### src/rtl/alu_pkg.sv
package alu_pkg;

  typedef enum logic [1:0] {
    LG_AND = 2'b00,
    LG_OR  = 2'b01,
    LG_XOR = 2'b10,
    LG_NOT = 2'b11
  } logicOp_e;

  typedef struct packed {
    logic     isLogic;   // select bitwise group instead of adder
    logic     passTrue;  // operand term keeps B where B is 1
    logic     passInv;   // operand term keeps ~B where B is 0
    logic     addOne;    // adder carry-in
    logicOp_e logicOp;   // bitwise function
  } aluStrobes_t;

endpackage

### src/rtl/alu_decode.sv
module alu_decode
  import alu_pkg::*;
(
  input  logic [2:0]  opSel,
  input  logic        carryIn,
  output aluStrobes_t strobes
);

  always_comb begin
    strobes          = '0;
    strobes.isLogic  = opSel[2];
    strobes.passTrue = opSel[0];
    strobes.passInv  = opSel[1];
    strobes.addOne   = carryIn & ~opSel[2];
    unique case ({opSel[0], carryIn})
      2'b00:   strobes.logicOp = LG_AND;
      2'b01:   strobes.logicOp = LG_OR;
      2'b10:   strobes.logicOp = LG_XOR;
      default: strobes.logicOp = LG_NOT;
    endcase
  end

endmodule

### src/rtl/alu_operand_sel.sv
module alu_operand_sel #(
  parameter int W = 8
) (
  input  logic [W-1:0] opB,
  input  logic         passTrue,
  input  logic         passInv,
  output logic [W-1:0] addB
);

  // per bit: y = b&s0 | ~b&s1
  for (genvar i = 0; i < W; i++) begin : g_bit
    assign addB[i] = (opB[i] & passTrue) | (~opB[i] & passInv);
  end

endmodule

### src/rtl/alu_adder.sv
module alu_adder #(
  parameter int W = 8
) (
  input  logic [W-1:0] x,
  input  logic [W-1:0] y,
  input  logic         cin,
  output logic [W-1:0] sum,
  output logic         carryIntoMsb,
  output logic         carryOut
);

  logic [W:0] chain;

  assign chain[0] = cin;

  for (genvar i = 0; i < W; i++) begin : g_fa
    logic gen, prop;
    assign gen         = x[i] & y[i];
    assign prop        = x[i] ^ y[i];
    assign sum[i]      = prop ^ chain[i];
    assign chain[i+1]  = gen | (prop & chain[i]);
  end

  assign carryIntoMsb = chain[W-1];
  assign carryOut     = chain[W];

endmodule

### src/rtl/alu_logic.sv
module alu_logic
  import alu_pkg::*;
#(
  parameter int W = 8
) (
  input  logic [W-1:0] opA,
  input  logic [W-1:0] opB,
  input  logicOp_e     logicOp,
  output logic [W-1:0] logicOut
);

  always_comb begin
    unique case (logicOp)
      LG_AND:  logicOut = opA & opB;
      LG_OR:   logicOut = opA | opB;
      LG_XOR:  logicOut = opA ^ opB;
      default: logicOut = ~opA;
    endcase
  end

endmodule

### src/rtl/alu_datapath.sv
module alu_datapath
  import alu_pkg::*;
#(
  parameter int W = 8
) (
  input  aluStrobes_t  strobes,
  input  logic [W-1:0] opA,
  input  logic [W-1:0] opB,
  output logic [W-1:0] result,
  output logic         flagC,
  output logic         flagV,
  output logic         flagN,
  output logic         flagZ
);

  logic [W-1:0] addB;
  logic [W-1:0] sumOut;
  logic [W-1:0] logicOut;
  logic         carryIntoMsb;
  logic         carryOut;

  alu_operand_sel #(.W(W)) opsel_i (
    .opB      (opB),
    .passTrue (strobes.passTrue),
    .passInv  (strobes.passInv),
    .addB     (addB)
  );

  alu_adder #(.W(W)) adder_i (
    .x            (opA),
    .y            (addB),
    .cin          (strobes.addOne),
    .sum          (sumOut),
    .carryIntoMsb (carryIntoMsb),
    .carryOut     (carryOut)
  );

  alu_logic #(.W(W)) logic_i (
    .opA      (opA),
    .opB      (opB),
    .logicOp  (strobes.logicOp),
    .logicOut (logicOut)
  );

  always_comb begin
    if (strobes.isLogic) begin
      result = logicOut;
      flagC  = 1'b0;
      flagV  = 1'b0;
    end else begin
      result = sumOut;
      flagC  = carryOut;
      flagV  = carryIntoMsb ^ carryOut;
    end
  end

  assign flagN = result[W-1];
  assign flagZ = ~|result;

endmodule

### src/rtl/alu_core.sv
module alu_core
  import alu_pkg::*;
#(
  parameter int W = 8
) (
  input  logic [2:0]   opSel,
  input  logic         carryIn,
  input  logic [W-1:0] opA,
  input  logic [W-1:0] opB,
  output logic [W-1:0] result,
  output logic         flagC,
  output logic         flagV,
  output logic         flagN,
  output logic         flagZ
);

  aluStrobes_t strobes;

  alu_decode decode_i (
    .opSel   (opSel),
    .carryIn (carryIn),
    .strobes (strobes)
  );

  alu_datapath #(.W(W)) dp_i (
    .strobes (strobes),
    .opA     (opA),
    .opB     (opB),
    .result  (result),
    .flagC   (flagC),
    .flagV   (flagV),
    .flagN   (flagN),
    .flagZ   (flagZ)
  );

endmodule

### config.mk
export PLATFORM = sky130hd
export DESIGN_NAME = alu_core
export DESIGN_NICKNAME = d
export VERILOG_FILES = /design/src/rtl/alu_pkg.sv /design/src/rtl/alu_decode.sv /design/src/rtl/alu_operand_sel.sv /design/src/rtl/alu_adder.sv /design/src/rtl/alu_logic.sv /design/src/rtl/alu_datapath.sv /design/src/rtl/alu_core.sv
export SDC_FILE = /design/constraint.sdc
export NUM_CORES = 1
export LEC_CHECK = 0
export ABC_CLOCK_PERIOD_IN_PS = 13400
export BUFFER_PORTS_ARGS = -buffer_cell sky130_fd_sc_hd__buf_2
export CAP_MARGIN = 20
export CELL_PAD_IN_SITES_DETAIL_PLACEMENT = 1
export CELL_PAD_IN_SITES_GLOBAL_PLACEMENT = 1
export CORE_UTILIZATION = 42
export DETAILED_ROUTE_END_ITERATION = 8
export PLACE_DENSITY_LB_ADDON = 0.2
export SYNTH_ARGS = -nofsm -noshare
export SYNTH_HDL_FRONTEND = slang
export SYNTH_SLANG_ARGS = --single-unit
export TNS_END_PERCENT = 1
### constraint.sdc
create_clock -name vclk -period 13.4
set_input_delay 2.68 -clock vclk [all_inputs]
set_output_delay 2.68 -clock vclk [all_outputs]
set_load 0.03 [all_outputs]
; ---- Yosys cells after proc, flatten, opt, wreduce, memory -nomap -nowiden
; Index checks and enable logic that the tools add are counted.
[word_totals]
in_bits = 20
regBits = 0
wordCells = 92
output_inout_bits = 12
[classes]
mux = 5
bitwise = 79
reduce_logical = 4
n_eq_ne = 4
[ops]
columns = operator, n
row1 = bitwise AND 1 bit, 33
row2 = one-hot mux 8 bit (3 select lines), 1
row3 = XOR 1 bit, 17
row4 = bitwise OR 1 bit, 16
row5 = NOT 1 bit, 9
row6 = bitwise AND 8 bit, 1
row7 = 2-to-1 mux 8 bit, 1
row8 = NOT 8 bit, 1
row9 = bitwise OR 8 bit, 1
row10 = OR reduction 8 bit, 1
row11 = XOR 8 bit, 1
row12 = one-hot mux 2 bit (3 select lines), 1
row13 = "equality test 2 x 1 -> 1 bit, second input constant", 2
row14 = "equality test 2 bit, second input constant", 2
row15 = logical NOT 2 bit, 2
row16 = 2-to-1 mux 1 bit, 2
row17 = logical NOT 1 bit, 1

; ---- Longest topological paths before layout
[depth]
ltp_word = 22
depth_mapped = 15
mapped_depth_nobuf = 13

; ---- By module
; Synthesis repeated with hierarchy kept, for this count alone.
[hier_totals]
hier_cells = 103
area_unflattened_um2 = 1012.2
[by_module_without_submodules]
columns = mod, area_each_um2, cells_each, n_inst, seq_area_each_um2
row1 = alu_logic, 493.0, 50, 1, 0.0
row2 = alu_adder, 197.7, 18, 1, 0.0
row3 = alu_datapath, 187.7, 21, 1, 0.0
row4 = alu_operand_sel, 90.1, 8, 1, 0.0
row5 = alu_decode, 43.8, 6, 1, 0.0

; ---- Worst setup path before layout
; OpenSTA, ideal clock, no wires.
[synth_timing]
path_type = input -> output
from = input port opSel[0]
to = output port result[7]
arrival_ns = 6.995
cell_stages = 15
path_buffers = 3
path_slack_ns = 3.725
required_ns = 10.720
path_cell_list = buf_6 clkbuf_1 mux2i_1 fa_1 inv_1 fa_1 fa_1 fa_1 fa_1 fa_1 inv_1 fa_1 fa_1 o21ai_0 buf_4
[synth_between]
elab_chain_len = 19
elab_cells_between_ends = 55
classes_between = 4 x eq/ne / 3 x mux / 46 x bitwise / 2 x reduce/logical
[synth_rtl]
columns = item, line
row1 = start: declaration, alu_core.sv:6  ; input logic [2:0] opSel,
row2 = bitwise AND 1 bit, alu_operand_sel.sv:12  ; assign addB[i] = (opB[i] & passTrue) | (~opB[i] & passInv);
row3 = bitwise OR 1 bit, alu_operand_sel.sv:12
row4 = XOR 1 bit, alu_adder.sv:19  ; assign prop = x[i] ^ y[i];
row5 = bitwise AND 1 bit, alu_adder.sv:21  ; assign chain[i+1] = gen | (prop & chain[i]);
row6 = bitwise OR 1 bit, alu_adder.sv:21
row7 = bitwise AND 1 bit, alu_adder.sv:21
row8 = bitwise OR 1 bit, alu_adder.sv:21
row9 = bitwise AND 1 bit, alu_adder.sv:21
row10 = [... 3 more ...], --
row11 = bitwise AND 1 bit, alu_adder.sv:21
row12 = bitwise OR 1 bit, alu_adder.sv:21
row13 = bitwise AND 1 bit, alu_adder.sv:21
row14 = bitwise OR 1 bit, alu_adder.sv:21
row15 = bitwise AND 1 bit, alu_adder.sv:21
row16 = bitwise OR 1 bit, alu_adder.sv:21
row17 = XOR 1 bit, alu_adder.sv:20  ; assign sum[i] = prop ^ chain[i];
row18 = 2-to-1 mux 8 bit *, alu_datapath.sv:46  ; if (strobes.isLogic) begin
row19 = end: declaration, alu_core.sv:10  ; output logic [W-1:0] result,
; Mark *: on every way between the ends. The rest lies on a longest branch, timed or not.

; ---- Worst setup path in the final report
[layout_timing]
from = input port opSel[0]
to = output port flagZ
[layout_between]
elab_chain_len = 21
elab_cells_between_ends = 64
classes_between = 4 x eq/ne / 3 x mux / 53 x bitwise / 4 x reduce/logical
[layout_rtl]
columns = item, line
row1 = bitwise AND 1 bit, alu_operand_sel.sv:12
row2 = bitwise OR 1 bit, alu_operand_sel.sv:12
row3 = XOR 1 bit, alu_adder.sv:19
row4 = bitwise AND 1 bit, alu_adder.sv:21
row5 = bitwise OR 1 bit, alu_adder.sv:21
row6 = bitwise AND 1 bit, alu_adder.sv:21
row7 = bitwise OR 1 bit, alu_adder.sv:21
row8 = bitwise AND 1 bit, alu_adder.sv:21
row9 = [... 5 more ...], --
row10 = bitwise AND 1 bit, alu_adder.sv:21
row11 = bitwise OR 1 bit, alu_adder.sv:21
row12 = bitwise AND 1 bit, alu_adder.sv:21
row13 = bitwise OR 1 bit, alu_adder.sv:21
row14 = XOR 1 bit, alu_adder.sv:20
row15 = 2-to-1 mux 8 bit *, alu_datapath.sv:46
row16 = OR reduction 8 bit *, alu_datapath.sv:58  ; assign flagZ = ~|result;
row17 = logical NOT 1 bit *, alu_datapath.sv:58
row18 = end: declaration, alu_core.sv:14  ; output logic flagZ
; Marks and branches as above.

==> metrics.txt <==
outcome finished, final reports clean; Die ar. 0.00241 mm²; GPL Wtd Cong 0.826; family with the most delay on the worst path adder cells; Storage cell area 0 µm²; Syn Inst Count 115; sum of negative setup slack 0 ps; DP Area 0.00108 mm²; CLK BUF 0; fmax 0.107 GHz; Largest stage delay, worst path 420 ps; final setup margin 4090 ps; Clk pwr share 0%; DRC viols 0; Post-Syn Area 931 µm²; Power Dens Cells 49.4 mW/mm²; pin count of the biggest net entering global routing 26; height of the die 49.1 µm; Routed wire per std cell 13.4 µm; worst-path cell chain buf_2 -> mux2i_1 -> fa_1 -> inv_1 -> fa_1 -> fa_1 -> fa_1 -> fa_1 -> fa_1 -> inv_1 -> fa_1 -> fa_1 -> nand4b_1 -> a2111oi_2 -> buf_2; Inserted Diodes 0; pre-CTS setup slack 4070 ps; final period utilization 69.5%; RSZ-0062 raised after global routing false; Final nets 186; final worst path period need 9310 ps; post-DP HPWL 1920 µm; Die Width 49.1 µm; cell total after placement 167; syn_nets 159; Worst Hold Class input pin to output pin; Final setup violation count 0; Core ar. 0.00202 mm²; vias in the first global route 901; Routed Antenna Nets 0; cts repair resizes 0; fin area 0.00108 mm²; DR vias/cell 5.14; CP max FO 17; initial core utilization 46.0%; Sw Share 63.0%; Layout Cells excl Fill 167; Seq/Total Area, Yosys 0%; Slew Limit Fails 0; worst-margin pin slew 463 ps; Net Switching 0.0337 mW; Global Route Usage Sum 20.6%; fin util 53.5%; Peak VDD IR 0.0275 mV; share of cells above drive strength 1 28.6%; Critical Path Sink Type output pin; Remaining Overflow, GRT 0; WS Path Type input pin to output pin; Post-CTS Hold Buffers 0; overall routed net length 2240 µm; setup repair bufs after CTS 0; CP max-delay cell fa_1; hold_ws 5850 ps; Seq pwr share 0%; first-pass GRT wire length 3970 µm; CP required 10720 ps; total number of yosys warnings 0; initial antenna violation count 0; Final Hold Fails 0; post-synth cell types 28; Row Count 16; slew margin rel. 69.1%; synth-to-layout area growth 16.1%; via count 859; I/O pin count 32; DR iter-0 viols 3; CP bufs+invs 4; number of max-cap violations 0; Leak 0.586 nW; Cell Int Power 0.0197 mW; Avg Inst Size Synth 8.09 µm²; PortBufs 32; Gate power share 100.0%; Pwr Total 0.0534 mW; worst path arrival time 6630 ps; most used cell, CP fa_1; TritonRoute pass-1 iters 4; Setup crit start kind input pin; FFs & Latches 0
-- logic make-up (layout without fill, tap and decap cells) --
family                   after synthesis  count (layout)  share of synthesized area [%]
XOR/XNOR                               1               1                          0.941
multiplexers                          15              15                           18.1
AND/OR/NAND/NOR                       25              25                           12.9
AO/OA/AOI/OAI                         20              20                           15.3
buffers and inverters                 30              55                           14.0
adder cells (fa/ha/maj)               24              24                           38.7
-- Yosys cell counts, drive strengths merged --
library cell / n / area share [%]
o21ai: 1 / 0.54
o22ai: 1 / 0.67
nor2: 11 / 4.4
fa: 8 / 17
mux2: 5 / 6.0
o211ai: 2 / 1.6
a2111oi: 1 / 1.6
nand2b: 4 / 2.7
xnor2: 1 / 0.94
a211oi: 4 / 3.8
ha: 16 / 22
o221ai: 3 / 2.8
nand2: 5 / 2.0
nand4b: 1 / 0.94
mux2i: 9 / 9.7
clkbuf: 2 / 0.81
inv: 22 / 8.9
nand3: 1 / 0.54
buf: 5 / 3.9
a21oi: 8 / 4.3
clkinv: 1 / 0.40
nand3b: 1 / 0.81
mux4: 1 / 2.4
nor2b: 1 / 0.67
and2b: 1 / 0.81
-- routing by layer --
layer	part of all wire [%]	GRT usage, %	up-vias
li1	-	-	431
met1	44	25.3	407
met5	0	0	-
met3	2.8	0.623	2
met4	0.94	2.94	0
met2	52	39.7	19
-- power by group through the flow --
stage	clock, mW	combinational (mW)	sequential, mW
finish	0	0.0534	0
global route	0	0.0596	0
global placement	0	0.0518	0
floorplan	0	0.0387	0
detailed placement	0	0.0536	0
CTS	0	0.0540	0
-- layout by cell type (no fill, tap or decap), types with 2 or more instances in the layout --
cell type,n
fa_1,8
nand2_1,5
a211oi_1,3
nor2_1,11
mux2i_1,9
mux2_2,5
a21oi_1,8
ha_1,16
o221ai_1,3
o211ai_1,2
inv_1,22
buf_2,32
nand2b_1,4
-- path summary, 6_finish.rpt --
kind	start	end	slack [ps]	depth (start not counted)
max	opSel[0]	flagZ	4090	15
min	opSel[2]	flagV	5850	3
-- cell type report --
cell class / instances / area, µm²
Multi-Input combinational cell: 85 / 801
Fill cell: 269 / 941
Inverter: 23 / 86.3
Tap cell: 27 / 33.8
Timing Repair Buffer: 32 / 160
Power figures use the tool's default switching activity.
